[config.mk]
export PLATFORM = sky130hd
export DESIGN_NAME = adc_frame_reader
export DESIGN_NICKNAME = d
export VERILOG_FILES = /design/src/rtl/adc_rd_pkg.sv /design/src/rtl/adc_rd_sck_gen.sv /design/src/rtl/adc_rd_shift.sv /design/src/rtl/adc_rd_decode.sv /design/src/rtl/adc_frame_reader.sv
export SDC_FILE = /design/constraint.sdc
export NUM_CORES = 1
export LEC_CHECK = 0
export ABC_AREA = 1
export ABC_CLOCK_PERIOD_IN_PS = 1790
export BUFFER_PORTS_ARGS = -buffer_cell sky130_fd_sc_hd__buf_2
export CORE_MARGIN = 5
export CORE_UTILIZATION = 30
export CTS_CLUSTER_SIZE = 20
export DETAILED_ROUTE_END_ITERATION = 12
export GPL_TIMING_DRIVEN = 0
export PLACE_DENSITY_LB_ADDON = 0.15
export SLEW_MARGIN = 25
export SYNTH_ARGS = -nofsm -noshare
export SYNTH_HDL_FRONTEND = slang
export SYNTH_SLANG_ARGS = --single-unit
[constraint.sdc]
create_clock -name clk -period 1.79 [get_ports clk]
set_input_delay 0.358 -clock clk [delete_from_list [all_inputs] [get_ports clk]]
set_output_delay 0.358 -clock clk [all_outputs]
set_load 0.01 [all_outputs]
[src/rtl/adc_rd_pkg.sv]
package adc_rd_pkg;
  typedef enum logic [1:0] {
    ST_IDLE,
    ST_WAIT,
    ST_SHIFT,
    ST_DONE
  } rd_state_t;

  localparam int HDR_W = 4;
endpackage

[src/rtl/adc_rd_sck_gen.sv]
module adc_rd_sck_gen #(
  parameter int DIV_W = 8
) (
  input  logic             clk,
  input  logic             rst,
  input  logic             run,
  input  logic [DIV_W-1:0] half_div,
  output logic             sck,
  output logic             rise
);
  logic [DIV_W-1:0] cnt;

  // strobe for the clock edge on which sck goes from low to high
  assign rise = run && (cnt == half_div) && !sck;

  always_ff @(posedge clk) begin
    if (rst || !run) begin
      cnt <= '0;
      sck <= 1'b0;
    end else if (cnt == half_div) begin
      cnt <= '0;
      sck <= ~sck;
    end else begin
      cnt <= cnt + 1'b1;
    end
  end

  assert_sck_parks_low_R4: assert property (@(posedge clk) disable iff (rst)
    !run |=> !sck);
endmodule

[src/rtl/adc_rd_shift.sv]
module adc_rd_shift #(
  parameter int FRAME_W = 32
) (
  input  logic               clk,
  input  logic               rst,
  input  logic               clear,
  input  logic               en,
  input  logic               din,
  output logic [FRAME_W-1:0] frame,
  output logic               last
);
  localparam int CNT_W = $clog2(FRAME_W);

  logic [CNT_W-1:0] bit_cnt;

  assign last = en && (bit_cnt == CNT_W'(FRAME_W - 1));

  always_ff @(posedge clk) begin
    if (rst) begin
      bit_cnt <= '0;
      frame   <= '0;
    end else if (clear) begin
      bit_cnt <= '0;
    end else if (en) begin
      frame   <= {frame[FRAME_W-2:0], din};
      bit_cnt <= bit_cnt + 1'b1;
    end
  end

  assert_count_restarts_R5: assert property (@(posedge clk) disable iff (rst)
    clear |=> (bit_cnt == '0));
endmodule

[src/rtl/adc_rd_decode.sv]
module adc_rd_decode #(
  parameter int RES_W = 24,
  parameter int SUB_W = 4
) (
  input  logic [adc_rd_pkg::HDR_W+RES_W+SUB_W-1:0] frame,
  output logic signed [RES_W+1:0]                  value,
  output logic                                     range_flag,
  output logic [SUB_W-1:0]                         sub_bits,
  output logic                                     bad
);
  localparam int FRAME_W = adc_rd_pkg::HDR_W + RES_W + SUB_W;

  logic busy_bit, dummy_bit, sign_bit;

  assign busy_bit   = frame[FRAME_W-1];
  assign dummy_bit  = frame[FRAME_W-2];
  assign sign_bit   = frame[FRAME_W-3];
  assign range_flag = frame[FRAME_W-4];
  assign sub_bits   = frame[SUB_W-1:0];
  assign value      = $signed({~sign_bit, range_flag, frame[SUB_W+RES_W-1:SUB_W]});
  assign bad        = busy_bit | dummy_bit;
endmodule

[src/rtl/adc_frame_reader.sv]
module adc_frame_reader #(
  parameter int RES_W = 24,
  parameter int SUB_W = 4,
  parameter int DIV_W = 8,
  parameter int TO_W  = 16
) (
  input  logic                    clk,
  input  logic                    rst,
  input  logic                    start,
  input  logic [DIV_W-1:0]        div_cfg,
  input  logic [TO_W-1:0]         timeout_cfg,
  input  logic                    adc_sdo,
  output logic                    adc_cs_n,
  output logic                    adc_sck,
  output logic signed [RES_W+1:0] result,
  output logic                    out_of_range,
  output logic [SUB_W-1:0]        sub_lsb,
  output logic                    valid,
  output logic                    frame_err,
  output logic                    timeout
);
  import adc_rd_pkg::*;

  localparam int FRAME_W = HDR_W + RES_W + SUB_W;
  localparam int OUT_W   = RES_W + 2;

  rd_state_t          state;
  logic [TO_W-1:0]    to_cnt;
  logic               run, rise, last;
  logic [FRAME_W-1:0] frame;
  logic signed [OUT_W-1:0] dec_val;
  logic               dec_range, dec_bad;
  logic [SUB_W-1:0]   dec_sub;

  assign run = (state == ST_SHIFT);

  adc_rd_sck_gen #(.DIV_W(DIV_W)) u_sck (
    .clk(clk), .rst(rst), .run(run), .half_div(div_cfg),
    .sck(adc_sck), .rise(rise)
  );

  adc_rd_shift #(.FRAME_W(FRAME_W)) u_shift (
    .clk(clk), .rst(rst), .clear(!run), .en(rise), .din(adc_sdo),
    .frame(frame), .last(last)
  );

  adc_rd_decode #(.RES_W(RES_W), .SUB_W(SUB_W)) u_dec (
    .frame(frame), .value(dec_val), .range_flag(dec_range),
    .sub_bits(dec_sub), .bad(dec_bad)
  );

  always_ff @(posedge clk) begin
    if (rst) begin
      state        <= ST_IDLE;
      adc_cs_n     <= 1'b1;
      to_cnt       <= '0;
      valid        <= 1'b0;
      timeout      <= 1'b0;
      frame_err    <= 1'b0;
      result       <= '0;
      out_of_range <= 1'b0;
      sub_lsb      <= '0;
    end else begin
      valid   <= 1'b0;
      timeout <= 1'b0;
      case (state)
        ST_IDLE: begin
          if (start) begin
            adc_cs_n <= 1'b0;
            to_cnt   <= '0;
            state    <= ST_WAIT;
          end
        end
        ST_WAIT: begin
          if (!adc_sdo) begin
            state <= ST_SHIFT;
          end else if (to_cnt == timeout_cfg) begin
            adc_cs_n <= 1'b1;
            timeout  <= 1'b1;
            state    <= ST_IDLE;
          end else begin
            to_cnt <= to_cnt + 1'b1;
          end
        end
        ST_SHIFT: begin
          if (last) state <= ST_DONE;
        end
        default: begin
          adc_cs_n     <= 1'b1;
          valid        <= 1'b1;
          result       <= dec_val;
          out_of_range <= dec_range;
          sub_lsb      <= dec_sub;
          frame_err    <= dec_bad;
          state        <= ST_IDLE;
        end
      endcase
    end
  end

  assert_sck_needs_select_R4: assert property (@(posedge clk) disable iff (rst)
    adc_sck |-> !adc_cs_n);
  assert_quiet_while_waiting_R2: assert property (@(posedge clk) disable iff (rst)
    (state == ST_WAIT) |-> !adc_sck);
  assert_valid_single_R9: assert property (@(posedge clk) disable iff (rst)
    valid |=> !valid);
  assert_valid_at_release_R9: assert property (@(posedge clk) disable iff (rst)
    valid |-> (adc_cs_n && $past(!adc_cs_n)));
  assert_timeout_excludes_valid_R3: assert property (@(posedge clk) disable iff (rst)
    !(valid && timeout));
  assert_timeout_single_R3: assert property (@(posedge clk) disable iff (rst)
    timeout |=> !timeout);
endmodule

==> metrics.txt, run 1 <==
vias in the first global route 4,185; Starting Density 0.303; status completed; initial antenna violation count 0; dominant cell type by area after synthesis dfxtp_1; CP Max Fanout 10; power consumption 4.54 mW; Yosys top cell area share 0.429; register bit total from synthesis 98; RSZ-0062 raised after global routing false; Clock Tree Buf Depth 2; Vias/cell 4.74; Leakage 2.14 nW; worst hold path class in -> reg; I/O Pins 64; Worst Skew 4.89 ps; Worst slew margin 0.506; Layout Nets 763; Syn Nets 688; Placed Area 5120 µm²; latest clock arrival within the worst-skew pair 350 ps; total track usage 0.138; leading cell type by number of instances after synthesis nand2_1; Power Dens Cells 834 nW/µm²; CTS Root Buffer Type clkbuf_16; post-placement cell count 907; H-tree depth 3; Num CTS Buffers 9; max incr delay on CP 400 ps; Cells after Synth 656; Hold Buf Count CTS 0; Crit-path slowest cell dfxtp_1; Max-cap violations 0; largest net degree at the start of global routing 17; most frequent cells after synthesis 148 x nand2_1, 123 x nor2_1, 98 x dfxtp_1, 45 x a21oi_1, 44 x inv_1; final period utilization 0.919; final non-filler cell total 924; Antenna diodes 0; share of layout cells above drive strength 1 0.179; DRC Markers 0; CTS clk-pin slew, worst paths 70 ps; CP endpoint kind register; via count 4,383; Die Ht 133 µm; Synth-to-Final Area Change 19.1%; Post-Place Worst Slack -23.0 ps; CTS tree built; Hold Fails Final Rpt 0; FP Rows 45; first-pass GRT wire length 20,000 µm; arrival time worst endpoint 1930 ps; most frequent CP cell nand2_1; PnR worst setup slack 146 ps; crit-path cells inv_1 -> nand2_1 -> nand2_1 -> nor2_1 -> nand2_2 -> nor2_4 -> nand3_4 -> nand2_4 -> buf_6 -> nand2_1 -> a21oi_2; DR pass1 iterations 5; Antenna Nets Post-Route 0; fmax 608 MHz; main flop type after synthesis dfxtp_1; Slew Viols, Final 0; min cycle time layout 1640 ps; Setup crit start kind register; clock sink total 98; Hold Path Stages 3; Reg2Reg Depth 11; sequential cell area fraction in the yosys report 0.429; crit path kind reg -> reg; post-DP HPWL 8800 µm; Die W 133 µm; Syn Area/Cell 6.97 µm²; Netlist cell types 29; gpl congestion 0.838; Routed WL 11,800 µm; Fin Hold WS 348 ps; setup violators final 0; full die area 17,800 µm²; worst vdd ir 0.000366 V; core area 15,100 µm²; DRT iter0 DRCs 276; port bufs 63; number of synthesized flops with an enable pin 0; Synth area leaders dfxtp_1 43%, nand2_1 12%, nor2_1 10%; YS warnings 0; final instance area 5450 µm²; wire per inst 12.8 µm; R2R Setup Slk 150 ps; Least-Margin Pin Slew 740 ps; grt total ovfl 0; Data required, critical path 2070 ps; area of the mapped netlist 4570 µm²; FFs w/ async S/R, synth 0
==> layout by cell type (no fill, tap or decap), types with 2 or more instances in the layout <==
master,count
buf_4,2
clkbuf_4,2
xor2_1,16
o21ai_0,34
o21ai_1,4
a21oi_1,45
clkinv_4,2
buf_2,68
nor2_4,4
dfxtp_1,88
ha_1,4
nand4_1,37
inv_1,44
buf_6,2
clkbuf_1,19
nand3_1,30
nor2_1,121
clkbuf_16,9
nand2_1,146
clkinv_1,3
dfxtp_2,10
nor3_1,6
nor3b_1,3
a21oi_2,10
inv_2,6
nor2_2,6
buf_1,2
nand2_2,4
==> kinds of logic after synthesis <==
logic type      after synthesis  synth area share
compound gates               93             0.110
xor+xnor                     17            0.0326
fa+ha+maj                     4            0.0109
buf+inv                      84            0.0753
flops                        98             0.429
simple gates                360             0.342
==> state kept, by name (all words and copies together) (netlist names), 2 cells and up <==
register / count
state: 2
sub_lsb: 4
to_cnt: 16
u_shift.frame: 32
u_shift.bit_cnt: 5
result: 26
u_sck.cnt: 8
==> report_power, final <==
part / switching, mW / internal [mW]
sequential: 0.0337 / 2.22
combinational: 0.279 / 0.146
clock: 0.873 / 0.989
total: 1.18 / 3.36
==> final cells by class <==
class	instances	area [µm²]
Fill cell	1666	9640
Clock buffer	11	243
Sequential cell	98	1970
Buffer	31	153
Clock inverter	5	38.8
Timing Repair Buffer	63	315
Inverter	53	199
Tap cell	188	235
Multi-Input combinational cell	475	2290
==> repair_timing <==
item	4_1_cts	5_1_grt
endpoints found under the setup margin	0	36
buffers inserted	0	0
resized for setup	0	19
==> stage by stage <==
stage / utilization / TNS [ps]
finish: 0.361 / 0
global placement: 0.339 / -11.4
floorplan: - / 0
CTS: 0.358 / 0
detailed placement: 0.339 / -162
global route: 0.361 / 0
==> critical path: cells and delay by family, from the launching register on <==
kind / cells / cell delay (ps)
DFF: 1 / 400
AOI/OAI and AO/OA: 1 / 110
and+or+nand+nor: 8 / 820
buffers and inverters: 2 / 230
==> path summary, 6_finish.rpt <==
| check | startpoint | to |
|---|---|---|
| max | to_cnt[14]$_SDFFE_PP0P_ | to_cnt[10]$_SDFFE_PP0P_ |
| min | adc_sdo | u_shift.frame[0]$_SDFFE_PP0P_ |
| max reg2reg | to_cnt[14]$_SDFFE_PP0P_ | to_cnt[10]$_SDFFE_PP0P_ |
| min reg2reg | u_shift.bit_cnt[4]$_SDFFE_PP0P_ | u_shift.bit_cnt[4]$_SDFFE_PP0P_ |
==> metal layers <==
layer,vias to the layer above,global-route usage,share of wire
met5,-,0,0
met4,0,0.0491,0.019
met3,18,0.0374,0.050
met2,82,0.214,0.45
met1,2001,0.185,0.48
li1,2282,-,-
Power figures use the tool's default switching activity.
==> inputs of run 2 (changes only) <==
--- a/config.mk
+++ b/config.mk
@@ -5,9 +5,10 @@
 export SDC_FILE = /design/constraint.sdc
 export NUM_CORES = 1
 export LEC_CHECK = 0
-export ABC_AREA = 1
+export ABC_AREA = 0
 export ABC_CLOCK_PERIOD_IN_PS = 1790
 export BUFFER_PORTS_ARGS = -buffer_cell sky130_fd_sc_hd__buf_2
+export CORE_ASPECT_RATIO = 0.6
 export CORE_MARGIN = 5
 export CORE_UTILIZATION = 30
 export CTS_CLUSTER_SIZE = 20
==> metrics.txt, run 2 <==
Comb power frac 0.065; vias in the first global route 3,419; Cells after Synth 476; Syn Area/Cell 8.88 µm²; full die area 16,600 µm²; Data required, critical path 2060 ps; Starting Density 0.308; GR Util met1 0.194; r2r endpoint to_cnt[1]$_SDFFE_PP0P_; via count 3,455; CTS clk-pin slew, worst paths 70 ps; Sw Ratio 0.226; dominant cell type by area after synthesis dfxtp_1; switching power 1.04 mW; final non-filler cell total 762; R2R Setup Slk 50 ps; Yosys top cell area share 0.464; worst vdd ir 0.000391 V; worst hold path class in -> reg; largest net degree at the start of global routing 17; YS warnings 0; main flop type after synthesis dfxtp_1; power consumption 4.61 mW; H-tree depth 3; grt total ovfl 0; RSZ-0062 raised after global routing true; hold endpoint state[0]$_SDFFE_PP0P_; latest clock arrival within the worst-skew pair 340 ps; max FFs per register 32; register bit total from synthesis 98; Leakage 2.01 nW; CP endpoint kind register; fmax 576 MHz; Worst Setup SP to_cnt[11]$_SDFFE_PP0P_; most frequent cells after synthesis 98 x dfxtp_1, 79 x nand2_1, 57 x nor2_1, 49 x mux2i_1, 44 x a21oi_1; Vias/cell 4.53; DRC Markers 0; sequential fraction of design power 0.475; Hold Path Stages 3; Reg2Reg Depth 6; setup violators final 0; commonest non-fill, non-tap cell in the layout dfxtp_1; Die Ht 102 µm; I/O Pins 64; DRT iter0 DRCs 204; CTS tree built; Hold Fails Final Rpt 0; core area 13,700 µm²; crit path kind reg -> reg; Synth-to-Final Area Change 30.0%; clock share of power 0.461; port bufs 63; CTS Root Buffer Type clkbuf_16; Largest regs u_shift.frame: 32 flops, result: 26 flops, to_cnt: 16 flops; total track usage 0.129; FP Rows 33; number of synthesized flops with an enable pin 0; Worst Skew 7.41 ps; DR pass1 iterations 5; Antenna diodes 0; commonest cells after routing, fill and taps aside 80 x dfxtp_1, 79 x nand2_1, 64 x buf_2; CP Max Fanout 3; Setup crit start kind register; area of the mapped netlist 4230 µm²; Syn Nets 508; status completed; Netlist cell types 42; gpl congestion 0.815; final instance area 5500 µm²; Worst slew margin 0.607; initial antenna violation count 0; Clock Tree Buf Depth 2; Hold Path Origin start; final period utilization 0.971; gr busiest metal met1; Num CTS Buffers 9; min cycle time layout 1740 ps; post-DP HPWL 7500 µm; Synth area leaders dfxtp_1 46%, mux2i_1 12%, nand2_1 7.0%; Hold Buf Count CTS 0; Routed WL 10,500 µm; Slew Viols, Final 0; clock sink total 98; Largest Register u_shift.frame; internal power 3.57 mW; sequential cell area fraction in the yosys report 0.464; first-pass GRT wire length 17,200 µm; met3 Usage GRT 0.0351; Placed Area 4790 µm²; Layout Nets 597; share of layout cells above drive strength 1 0.265; grt met2 use 0.182; Die W 163 µm; Antenna Nets Post-Route 0; post-placement cell count 731; arrival time worst endpoint 2000 ps; Least-Margin Pin Slew 590 ps; Power Dens Cells 839 nW/µm²; Max-cap violations 0; leading cell type by number of instances after synthesis dfxtp_1; FFs w/ async S/R, synth 0; wire per inst 13.7 µm; worst r2r src to_cnt[11]$_SDFFE_PP0P_
run 2: changes by cell type after synthesis, sizes merged, moves of 5 or more:
| cell | delta |
|---|---|
| nor2 | -73 |
| nand2 | -72 |
| mux2i | +49 |
| inv | -46 |
| o21ai | -35 |
| xnor2 | +27 |
| nand4 | -25 |
| nand3 | -15 |
| or3 | +14 |
| a21oi | -11 |
| xor2 | -11 |
| buf | -5 |
| clkbuf | +5 |
run 2: power by group through the flow:
| stage | Sequential (mW) | Clock, mW | Combinational [mW] |
|---|---|---|---|
| global route | 2.19 | 2.29 | 0.332 |
| CTS | 2.20 | 2.20 | 0.280 |
| floorplan | 2.25 | 0 | 0.170 |
| finish | 2.19 | 2.12 | 0.298 |
| global placement | 2.25 | 0 | 0.271 |
| detailed placement | 2.25 | 0 | 0.274 |
run 2: cell type report:
type                       instances  area, µm²
clock inverter                     5       85.1
fill                            1396       8210
multi-input combinational        343       2220
tap                              192        240
inverter                           4       15.0
sequential                        98       2000
buffer                            29        179
clock buffer                      11        243
timing repair buffer              80        514
run 2: worst max path at each step:
stage	to	slack, ps
after floorplan	to_cnt[1]$_SDFFE_PP0P_	20
after global placement	u_shift.frame[29]$_SDFFE_PP0P_	-350
after detailed placement	u_shift.frame[31]$_SDFFE_PP0P_	-400
after CTS	to_cnt[1]$_SDFFE_PP0P_	0.3
after global routing	to_cnt[1]$_SDFFE_PP0P_	-30
final	to_cnt[1]$_SDFFE_PP0P_	50
run 2: through the flow:
| step | hold slack (ps) | worst slack (ps) | setup TNS, ps | utilization |
|---|---|---|---|---|
| floorplan | 444 | 16.1 | 0 | - |
| detailed placement | 444 | -400 | -15520 | 0.349 |
| global placement | 442 | -350 | -14190 | 0.349 |
| CTS | 348 | 0.295 | 0 | 0.378 |
| global route | 392 | -28.2 | -74.7 | 0.401 |
| finish | 354 | 52.6 | 0 | 0.401 |
run 2: logic make-up after synthesis:
group	count (synthesis)	share of synthesized area
AO/OA/AOI/OAI	56	0.0719
XOR/XNOR	33	0.0755
adder cells (fa/ha/maj)	4	0.0118
buffers and inverters	35	0.0382
flip-flops	98	0.464
multiplexers	51	0.121
AND/OR/NAND/NOR	199	0.217
run 2: timing repair:
action,in CTS,in global routing
buffers inserted,5,9
gates resized for setup,17,53
pin swaps,3,12
setup endpoints to repair,55,62
gates cloned,0,3
run 2: layer usage:
layer / wire, µm / vias up
li1: - / 1790
met1: 5660 / 1595
met2: 4190 / 63
met3: 518 / 7
met4: 94 / 0
met5: 0 / -
run 2: worst max-delay path, stage by stage, from the launching register on:
cell and delay, ps:
dfxtp_4 350, xnor2_2 120, nand4_1 210, nor4_4 370, buf_4 200, mux2_4 310, a21oi_2 100
==> inputs of run 3 (changes only) <==
--- a/config.mk
+++ b/config.mk
@@ -6,7 +6,6 @@
 export NUM_CORES = 1
 export LEC_CHECK = 0
 export ABC_AREA = 0
-export ABC_CLOCK_PERIOD_IN_PS = 1790
 export BUFFER_PORTS_ARGS = -buffer_cell sky130_fd_sc_hd__buf_2
 export CORE_ASPECT_RATIO = 0.6
 export CORE_MARGIN = 5
@@ -15,6 +14,7 @@
 export DETAILED_ROUTE_END_ITERATION = 12
 export GPL_TIMING_DRIVEN = 0
 export PLACE_DENSITY_LB_ADDON = 0.15
+export REMOVE_ABC_BUFFERS = 1
 export SLEW_MARGIN = 25
 export SYNTH_ARGS = -nofsm -noshare
 export SYNTH_HDL_FRONTEND = slang
==> constraint.sdc (replaced) <==
create_clock -name clk -period 1.8 [get_ports clk]
set_input_delay 0.36 -clock clk [delete_from_list [all_inputs] [get_ports clk]]
set_output_delay 0.36 -clock clk [all_outputs]
set_load 0.01 [all_outputs]
==> metrics.txt, run 3 (synthesized netlist as in run 2, its figures left out) <==
DRT iter0 DRCs 126; Leakage 1.96 nW; Vias/cell 4.53; fmax 565 MHz; crit path kind reg -> reg; arrival time worst endpoint 1980 ps; total track usage 0.117; core area 13,700 µm²; first-pass GRT wire length 15,800 µm; Core Util, Final 0.392; Setup crit start kind register; share of layout cells above drive strength 1 0.279; Die Ht 102 µm; largest net degree at the start of global routing 54; Worst slew margin 0.554; latest clock arrival within the worst-skew pair 340 ps; Routed WL 9760 µm; FP Rows 33; Max-cap violations 0; Antenna Nets Post-Route 0; post-DP HPWL 6500 µm; CTS clk-pin slew, worst paths 70 ps; Antenna diodes 0; commonest cells after routing, fill and taps aside 78 x nand2_1, 74 x dfxtp_1, 62 x buf_2; CTS Root Buffer Type clkbuf_16; Clock Tree Buf Depth 2; Worst Skew 8.82 ps; Die W 163 µm; commonest non-fill, non-tap cell in the layout nand2_1; Comb power frac 0.062; H-tree depth 3; switching power 1.06 mW; Largest Register u_shift.frame; RSZ-0062 raised after global routing true; Starting Density 0.308; min cycle time layout 1770 ps; Layout Nets 579; sequential fraction of design power 0.504; worst hold path class in -> reg; Largest regs u_shift.frame: 32 flops, result: 26 flops, to_cnt: 16 flops; setup violators final 0; via count 3,370; internal power 3.30 mW; Fin Hold WS 355 ps; status completed; clock sink total 98; initial antenna violation count 0; CTS tree built; Synth-to-Final Area Change 27.2%; Sw Ratio 0.244; clock share of power 0.434; Power Dens Cells 811 nW/µm²; Data required, critical path 2010 ps; DRC Markers 0; full die area 16,600 µm²; DR pass1 iterations 4; final period utilization 0.983; vias in the first global route 3,155; wire per inst 13.1 µm; gpl congestion 0.741; CP endpoint kind register; grt total ovfl 0; Slew Viols, Final 0; Num CTS Buffers 9; CP Max Fanout 7; max FFs per register 32; I/O Pins 64; worst vdd ir 0.000446 V; port bufs 63; Hold Fails Final Rpt 0; # fillers 1,423; Least-Margin Pin Slew 666 ps
## run 3: cell count changes in the layout (fill, tap and decap cells not counted), sizes merged
cell,before,now
bufinv,2,0
clkinv,1,3
clkinvlp,1,0
clkbuf,35,10
buf,85,91
inv,5,7
## run 3: power by group through the flow
stage	clock network, mW	logic (mW)	registers, mW
6_report	1.89	0.270	2.20
5_1_grt	2.06	0.298	2.20
2_1_floorplan	0	0.119	2.25
4_1_cts	1.98	0.245	2.21
3_3_place_gp	0	0.222	2.26
3_5_place_dp	0	0.236	2.26
## run 3: through the flow
step / instances / TNS, ps / area (µm²) / power, mW / setup slack (ps)
6_report: 744 / 0 / 5380 / 4.36 / 31.0
5_1_grt: 744 / -990 / 5380 / 4.56 / -73.9
4_1_cts: 736 / -1240 / 5270 / 4.44 / -82.3
3_5_place_dp: 708 / -38120 / 4730 / 2.50 / -1010
3_3_place_gp: 700 / -123720 / 4640 / 2.48 / -2160
2_1_floorplan: 445 / -49660 / 4080 / 2.37 / -1220
## run 3: layout make-up
| class | count | area [µm²] | area share |
|---|---|---|---|
| Sequential cell | 98 | 2010 | 0.374 |
| Multi-Input combinational cell | 343 | 2200 | 0.410 |
| Timing Repair Buffer | 91 | 612 | 0.114 |
| Clock buffer | 10 | 239 | 0.0444 |
| Tap cell | 192 | 240 | 0.0447 |
| Inverter | 4 | 15.0 | 0.00279 |
| Clock inverter | 6 | 57.6 | 0.0107 |
## run 3: final timing paths
kind	from	to	slack, ps	cells past startpoint
worst min-delay path	start	state[0]$_SDFFE_PP0P_	350	3
worst max register to register	u_sck.cnt[4]$_SDFF_PP0_	u_shift.frame[31]$_SDFFE_PP0P_	30	8
worst max-delay path	u_sck.cnt[4]$_SDFF_PP0_	u_shift.frame[31]$_SDFFE_PP0P_	30	8
worst min register to register	result[22]$_SDFFE_PP0P_	result[22]$_SDFFE_PP0P_	450	2
## run 3: layer usage
layer	track usage	share of wire
met5	0	0
met4	0.0303	0.0076
met3	0.0351	0.049
met2	0.175	0.42
met1	0.166	0.52
## run 3: critical path, cell delays in order, from the launching register on
cell and delay (ps):
dfxtp_4 370, xnor2_4 180, nand4_4 140, nor4_4 320, buf_6 160, buf_12 130, buf_8 120, mux2i_1 170
nor2_1 50
## run 3: timing repair
item | in CTS | in global routing
resized for setup | 45 | 12
gates cloned | 1 | 0
endpoints found under the setup margin | 95 | 51
buffers inserted | 12 | 8
hold buffers | 0 | 0
pin swaps | 10 | 8
